File: src/rtl/ldst_pkg.sv
package ldst_pkg;

   typedef enum logic [1:0] {
      SZ_BYTE  = 2'b00,
      SZ_HALF  = 2'b01,
      SZ_WORD  = 2'b10,
      SZ_WORD2 = 2'b11
   } acc_size_e;

   typedef enum logic [1:0] {
      ST_IDLE = 2'd0,
      ST_MEM  = 2'd1,
      ST_DONE = 2'd2
   } ldst_state_e;

   function automatic logic size_is_word(input logic [1:0] sz);
      return sz[1];
   endfunction

   function automatic logic size_is_half(input logic [1:0] sz);
      return (sz == SZ_HALF);
   endfunction

endpackage

File: src/rtl/ldst_offset_gen.sv
module ldst_offset_gen #(
   parameter int ADDR_W   = 32,
   parameter int IMM_W    = 12,
   parameter int SHAMT_W  = 5,
   parameter bit SHIFT_EN = 1'b1
) (
   input  logic               use_reg,
   input  logic [IMM_W-1:0]   imm,
   input  logic [ADDR_W-1:0]  offreg,
   input  logic [SHAMT_W-1:0] shamt,
   output logic [ADDR_W-1:0]  offset
);
   localparam int IMM_PAD = ADDR_W - IMM_W;

   logic [ADDR_W-1:0] reg_term;
   logic [ADDR_W-1:0] imm_term;

   if (IMM_W >= ADDR_W) begin : g_bad_imm
      $error("ldst_offset_gen: IMM_W must be narrower than ADDR_W");
   end

   if (SHIFT_EN) begin : g_shift
      assign reg_term = offreg << shamt;
   end else begin : g_noshift
      logic unused_shamt;
      assign unused_shamt = ^shamt;
      assign reg_term = offreg;
   end

   assign imm_term = {{IMM_PAD{1'b0}}, imm};
   assign offset   = use_reg ? reg_term : imm_term;

endmodule

File: src/rtl/ldst_addr_calc.sv
module ldst_addr_calc #(
   parameter int ADDR_W = 32
) (
   input  logic [ADDR_W-1:0] base,
   input  logic [ADDR_W-1:0] offset,
   input  logic              sub,
   input  logic              pre,
   input  logic              wb_req,
   output logic [ADDR_W-1:0] acc_addr,
   output logic [ADDR_W-1:0] upd_addr,
   output logic              wb_en
);
   logic [ADDR_W-1:0] sum_val;
   logic [ADDR_W-1:0] dif_val;

   assign sum_val  = base + offset;
   assign dif_val  = base - offset;
   assign upd_addr = sub ? dif_val : sum_val;
   // pre-index uses the updated value, post-index the untouched base
   assign acc_addr = pre ? upd_addr : base;
   // post-index always updates the base
   assign wb_en    = ~pre | wb_req;

endmodule

File: src/rtl/ldst_lane_map.sv
module ldst_lane_map
   import ldst_pkg::*;
#(
   parameter int DATA_W = 32,
   localparam int LANES = DATA_W / 8,
   localparam int LO_W  = $clog2(LANES)
) (
   input  logic [1:0]        size,
   input  logic [LO_W-1:0]   lo,
   input  logic [DATA_W-1:0] wdata,
   output logic [LANES-1:0]  be,
   output logic [DATA_W-1:0] lane_data,
   output logic              misalign
);
   logic is_word;
   logic is_half;

   assign is_word  = size_is_word(size);
   assign is_half  = size_is_half(size);
   assign misalign = (is_half & lo[0]) | (is_word & (lo != '0));

   for (genvar i = 0; i < LANES; i++) begin : g_lane
      localparam logic [LO_W-1:0] LANE_IDX = LO_W'(i);
      localparam logic            HALF_HI  = 1'((i / 2) % 2);
      localparam int              HALF_SUB = i % 2;

      assign be[i] = is_word ? 1'b1 :
                     is_half ? (lo[1] == HALF_HI) :
                               (lo == LANE_IDX);

      assign lane_data[8*i +: 8] = is_word ? wdata[8*i +: 8] :
                                   is_half ? wdata[8*HALF_SUB +: 8] :
                                             wdata[7:0];
   end

endmodule

File: src/rtl/ldst_load_ext.sv
module ldst_load_ext
   import ldst_pkg::*;
#(
   parameter int DATA_W = 32,
   localparam int LANES = DATA_W / 8,
   localparam int LO_W  = $clog2(LANES)
) (
   input  logic [1:0]        size,
   input  logic              sgn,
   input  logic [LO_W-1:0]   lo,
   input  logic [DATA_W-1:0] rdata,
   output logic [DATA_W-1:0] data
);
   logic [DATA_W-1:0] shifted;
   logic              b_fill;
   logic              h_fill;

   // little endian: lowest address sits in the lowest lane
   assign shifted = rdata >> {lo, 3'b000};
   assign b_fill  = sgn & shifted[7];
   assign h_fill  = sgn & shifted[15];

   always_comb begin
      if (size_is_word(size)) begin
         data = rdata;
      end else if (size_is_half(size)) begin
         data = {{(DATA_W-16){h_fill}}, shifted[15:0]};
      end else begin
         data = {{(DATA_W-8){b_fill}}, shifted[7:0]};
      end
   end

endmodule

File: src/rtl/ldst_agu.sv
module ldst_agu
   import ldst_pkg::*;
#(
   parameter int ADDR_W   = 32,
   parameter int DATA_W   = 32,
   parameter int IMM_W    = 12,
   parameter int SHAMT_W  = 5,
   parameter bit SHIFT_EN = 1'b1,
   localparam int LANES   = DATA_W / 8,
   localparam int LO_W    = $clog2(LANES)
) (
   input  logic               clk,
   input  logic               rst_n,
   input  logic               req_valid,
   output logic               req_ready,
   input  logic               req_store,
   input  logic [1:0]         req_size,
   input  logic               req_signed,
   input  logic               req_pre,
   input  logic               req_wb,
   input  logic               req_sub,
   input  logic               req_use_reg,
   input  logic [IMM_W-1:0]   req_imm,
   input  logic [ADDR_W-1:0]  req_offreg,
   input  logic [SHAMT_W-1:0] req_shamt,
   input  logic [ADDR_W-1:0]  req_base,
   input  logic [DATA_W-1:0]  req_wdata,
   output logic               mem_req,
   output logic               mem_we,
   output logic [ADDR_W-1:0]  mem_addr,
   output logic [LANES-1:0]   mem_be,
   output logic [DATA_W-1:0]  mem_wdata,
   input  logic               mem_ready,
   input  logic [DATA_W-1:0]  mem_rdata,
   output logic               done_valid,
   output logic               align_fault,
   output logic [DATA_W-1:0]  load_data,
   output logic               wb_en,
   output logic [ADDR_W-1:0]  wb_value
);
   if (DATA_W != 32) begin : g_bad_data
      $error("ldst_agu: DATA_W must be 32 for byte/half/word sizes");
   end
   if (ADDR_W < DATA_W) begin : g_bad_addr
      $error("ldst_agu: ADDR_W must be at least DATA_W");
   end
   if (SHAMT_W > $clog2(ADDR_W)) begin : g_bad_shamt
      $error("ldst_agu: SHAMT_W wider than a full address shift");
   end

   // request-side combinational path
   logic [ADDR_W-1:0] c_offset;
   logic [ADDR_W-1:0] c_acc;
   logic [ADDR_W-1:0] c_upd;
   logic              c_wb;
   logic [LANES-1:0]  c_be;
   logic [DATA_W-1:0] c_lanes;
   logic              c_mis;

   ldst_offset_gen #(
      .ADDR_W  (ADDR_W),
      .IMM_W   (IMM_W),
      .SHAMT_W (SHAMT_W),
      .SHIFT_EN(SHIFT_EN)
   ) u_off (
      .use_reg(req_use_reg),
      .imm    (req_imm),
      .offreg (req_offreg),
      .shamt  (req_shamt),
      .offset (c_offset)
   );

   ldst_addr_calc #(.ADDR_W(ADDR_W)) u_calc (
      .base    (req_base),
      .offset  (c_offset),
      .sub     (req_sub),
      .pre     (req_pre),
      .wb_req  (req_wb),
      .acc_addr(c_acc),
      .upd_addr(c_upd),
      .wb_en   (c_wb)
   );

   ldst_lane_map #(.DATA_W(DATA_W)) u_lane (
      .size     (req_size),
      .lo       (c_acc[LO_W-1:0]),
      .wdata    (req_wdata),
      .be       (c_be),
      .lane_data(c_lanes),
      .misalign (c_mis)
   );

   // registered access state
   ldst_state_e       state;
   logic [ADDR_W-1:0] r_acc;
   logic [ADDR_W-1:0] r_upd;
   logic              r_wb;
   logic [1:0]        r_size;
   logic              r_signed;
   logic              r_store;
   logic [LANES-1:0]  r_be;
   logic [DATA_W-1:0] r_wdata;
   logic              r_fault;
   logic [DATA_W-1:0] r_rdata;
   logic              accept;

   assign accept = req_valid & (state == ST_IDLE);

   always_ff @(posedge clk or negedge rst_n) begin
      if (!rst_n) begin
         state    <= ST_IDLE;
         r_acc    <= '0;
         r_upd    <= '0;
         r_wb     <= 1'b0;
         r_size   <= 2'b00;
         r_signed <= 1'b0;
         r_store  <= 1'b0;
         r_be     <= '0;
         r_wdata  <= '0;
         r_fault  <= 1'b0;
         r_rdata  <= '0;
      end else begin
         case (state)
            ST_IDLE: begin
               if (accept) begin
                  r_acc    <= c_acc;
                  r_upd    <= c_upd;
                  r_wb     <= c_wb;
                  r_size   <= req_size;
                  r_signed <= req_signed;
                  r_store  <= req_store;
                  r_be     <= c_be;
                  r_wdata  <= c_lanes;
                  r_fault  <= c_mis;
                  r_rdata  <= '0;
                  state    <= c_mis ? ST_DONE : ST_MEM;
               end
            end
            ST_MEM: begin
               if (mem_ready) begin
                  r_rdata <= mem_rdata;
                  state   <= ST_DONE;
               end
            end
            ST_DONE: state <= ST_IDLE;
            default: state <= ST_IDLE;
         endcase
      end
   end

   logic [DATA_W-1:0] ext_data;

   ldst_load_ext #(.DATA_W(DATA_W)) u_ext (
      .size (r_size),
      .sgn  (r_signed),
      .lo   (r_acc[LO_W-1:0]),
      .rdata(r_rdata),
      .data (ext_data)
   );

   logic in_mem;
   logic in_done;

   assign in_mem  = (state == ST_MEM);
   assign in_done = (state == ST_DONE);

   assign req_ready   = (state == ST_IDLE);
   assign mem_req     = in_mem;
   assign mem_we      = in_mem & r_store;
   assign mem_addr    = {r_acc[ADDR_W-1:LO_W], {LO_W{1'b0}}};
   assign mem_be      = in_mem ? r_be : '0;
   assign mem_wdata   = r_wdata;
   assign done_valid  = in_done;
   assign align_fault = in_done & r_fault;
   assign wb_en       = in_done & r_wb & ~r_fault;
   assign wb_value    = r_upd;
   assign load_data   = (in_done & ~r_store & ~r_fault) ? ext_data : '0;

endmodule

File: config.mk
export PLATFORM = sky130hd
export DESIGN_NAME = ldst_agu
export DESIGN_NICKNAME = d
export VERILOG_FILES = /design/src/rtl/ldst_pkg.sv /design/src/rtl/ldst_offset_gen.sv /design/src/rtl/ldst_addr_calc.sv /design/src/rtl/ldst_lane_map.sv /design/src/rtl/ldst_load_ext.sv /design/src/rtl/ldst_agu.sv
export SDC_FILE = /design/constraint.sdc
export NUM_CORES = 1
export LEC_CHECK = 0
export CAP_MARGIN = 25
export CORE_MARGIN = 1
export CORE_UTILIZATION = 40
export CTS_CLUSTER_DIAMETER = 100
export DETAILED_ROUTE_END_ITERATION = 10
export PLACE_DENSITY = 0.7
export SYNTH_ARGS = -nofsm -noshare
export SYNTH_HDL_FRONTEND = slang
export SYNTH_SLANG_ARGS = --single-unit
File: constraint.sdc
create_clock -name clk -period 2.95 [get_ports clk]
set_input_delay 0.885 -clock clk [delete_from_list [all_inputs] [get_ports clk]]
set_output_delay 0.885 -clock clk [all_outputs]
set_load 0.005 [all_outputs]
==> reports/results.txt <==
Yosys cell types -> 81
first-pass iteration count of the detailed router -> 5
# rows -> 60
first-pass GRT wire length -> 64.6 mm
peak supply drop -> 371 uV
global route overflow -> 0
Synth Area in Simple Gates -> 0.187
area grow syn2layout -> 70.8%
setup_tns -> -94.75 ns
synth top area cells -> dfrtp_1 (31%), nand2_1 (7.3%), mux2i_1 (6.5%)
Avg Inst Size Synth -> 8.34 um^2
share of cells above drive strength 1 -> 0.388
# clock sinks -> 140
initial antenna violation count -> 2
placed cell areas -> 0.0163 mm^2
H-tree depth -> 4
register area share after synthesis -> 0.313
slew margin rel. -> 0.549
leak pwr -> 8.52 nW
Synth area leader -> dfrtp_1
XOR/XNOR share of the synthesized area -> 0.0459
die area -> 0.0286 mm^2
max_cap viols -> 0
Post-synth ARST share -> 1.00
Iter 0 DRT Violations -> 924
achievable frequency -> 189 MHz
Routed WL -> 44.3 mm
largest net degree at the start of global routing -> 65
setup violators final -> 87
CTS Buf Count -> 17
critical path peak fanout -> 6
commonest non-fill, non-tap cell in the layout -> buf_4
multiplexer area fraction after synthesis -> 0.154
CP required -> 3.30 ns
multi-input logic area -> 0.00840 mm^2
Most used DFF post-synth -> dfrtp_1
vias -> 12629
Placer Congestion -> 0.951
Filler cells -> 2047
Initial Util -> 0.412
CP arrival -> 5.66 ns
setup ws final -> -2.35 ns
Syn Inst Count -> 1341
Compound-Gate Fraction of Synth Area -> 0.194
worst setup path class -> primary input to flop
remaining antenna violation count -> 0
DP Wirelength -> 31.3 mm
PD cells -> 665 mW/mm^2
routed length per instance -> 19.3 um
Ports -> 295
Finished Cell Area -> 0.0191 mm^2
Post-Synth Adder-Cell Area -> 0.0376
residual DRC count -> 0
skew final -> 0.00791 ns
CP Launch Type -> primary input
EDFF count, synth -> 0
CTS Root Cell -> clkbuf_16
Die Ht -> 169 um
Max Slew Vio Count -> 0
CTS Buffer Depth -> 2
Tcrit/Tclk final -> 1.80
register area -> 0.00351 mm^2
CTS tree -> yes
Cells after DPL -> 2171
Non-Filler Instances -> 2296
post-synth top area share -> 0.313
largest family of logic cells by synthesized area -> compound AO/OA/AOI/OAI gates
vias in the first global route -> 12202
layout net count -> 2098
Hold Vio Cnt, Final -> 0
GRT Total Usage -> 0.287
Clock transition at path regs -> 0.06 ns
die width -> 169 um
DR vias/cell -> 5.50
most frequent cells in the layout -> buf_4 (304), clkdlybuf4s50_1 (237), nand2_1 (209), dfrtp_1 (138), nor2_1 (111)
Synth Cell Area -> 0.0112 mm^2
minimum clock period -> 5.30 ns
clock latency on the worst-skew pair -> 0.43 ns
RSZ-0062 raised after global routing -> true
Hold WC Path Type -> primary input to async pin
status -> finished, violations left
Yosys warnings -> 0
Synth Register Bits -> 140
# port buffers -> 292
core footprint -> 0.0272 mm^2
Worst-Margin Slew -> 0.674 ns
failing checks -> negative setup slack
critical path endpoint category -> flop
## critical path, cell delays in order
cell and delay [ns]:
buf_12 0.10, buf_12 0.11, mux4_2 0.53, mux2i_4 0.19, o221ai_2 0.13, or4bb_4 0.58
nor3_4 0.22, o31a_1 0.19, and2_4 0.16, nor2_2 0.04, xor2_1 0.14, ha_1 0.30
a21o_1 0.17, a21oi_2 0.12, nor2_2 0.06, or4_4 0.44, a41oi_4 0.18, buf_6 0.15
a21oi_4 0.06, o211ai_1 0.28, a21oi_1 0.12, or3_1 0.34, a21oi_2 0.15
## per-stage QoR
step / setup slack [ns] / total power [mW] / hold WS, ns / utilization
floorplan: -2.65 / 6.12 / 0.447 / -
global placement: -3.30 / 8.92 / 0.458 / 0.599
detailed placement: -3.40 / 9.04 / 0.462 / 0.599
CTS: -2.23 / 11.7 / 0.430 / 0.662
global route: -2.50 / 13.4 / 0.437 / 0.703
finish: -2.35 / 12.7 / 0.415 / 0.703
## cell families (layout without fill, tap and decap cells)
family	Yosys count	after routing
adders and majority gates	33	33
muxes	130	130
other	1	5
DFF	140	140
xor gates and xnor gates	57	57
AOI/OAI and AO/OA	352	352
and+or+nand+nor	473	473
buffers and inverters	155	734
## metal layers
layer	routed length, um	track usage	vias to the layer above
li1	-	-	5863
met1	17100	0.344	6111
met2	22600	0.517	538
met3	2850	0.0434	117
met4	1690	0.105	0
met5	0	0	-
## registers in the layout, summed over array words and instances (netlist names)
name	flops
r_rdata	32
r_be	4
mem_wdata	32
state	2
r_acc	32
wb_value	32
r_wb	1
r_signed	1
r_size	2
r_fault	1
r_store	1
## report_power, final
| part | switching [mW] | internal [mW] | total (mW) |
|---|---|---|---|
| logic | 3.38 | 3.84 | 7.22 |
| clock network | 0.915 | 1.26 | 2.17 |
| registers | 0.577 | 2.73 | 3.31 |
| total | 4.87 | 7.84 | 12.7 |
## synthesized netlist by cell type, types with 16 or more instances
cell type and instances:
xor2_1 23, ha_1 32, inv_1 39, mux2i_1 73, dfrtp_1 140, xnor2_1 33
nor2_1 134, a21oi_1 139, mux4_2 23, nand2_1 218, mux2_2 28, a21o_1 16
o21ai_0 88, nor2b_1 18, nor3_1 28, buf_4 34, clkbuf_1 62
## path summary, 6_finish.rpt
path / slack [ns] / start / depth (start not counted) / endpoint
setup / recovery: -2.35 / req_shamt[0] / 23 / r_acc[29]
hold / removal: 0.41 / rst_n / 1 / r_rdata[12]
setup reg to reg: 0.61 / state[0] / 6 / r_rdata[9]
hold reg to reg: 0.47 / mem_wdata[2] / 2 / mem_wdata[2]
max in group asynchronous: 1.78 / rst_n / 2 / mem_wdata[5]
min in group clk: 0.47 / mem_wdata[2] / 2 / mem_wdata[2]
## timing repair
item,in CTS,in global routing
resized for setup,272,222
endpoints found under the hold margin,0,0
hold buffers,0,0
endpoints found under the setup margin,100,99
buffers inserted,46,50
pin swaps,69,94
cloned,0,3
## layout make-up
| type | count | share of cell area |
|---|---|---|
| antenna | 3 | 0.000393 |
| clock buffer | 18 | 0.0225 |
| tap | 372 | 0.0244 |
| sequential | 140 | 0.183 |
| inverter | 40 | 0.00799 |
| clock inverter | 14 | 0.00819 |
| timing repair buffer | 662 | 0.313 |
| multi-input combinational | 1047 | 0.440 |
(Power assumes the default switching activity.)
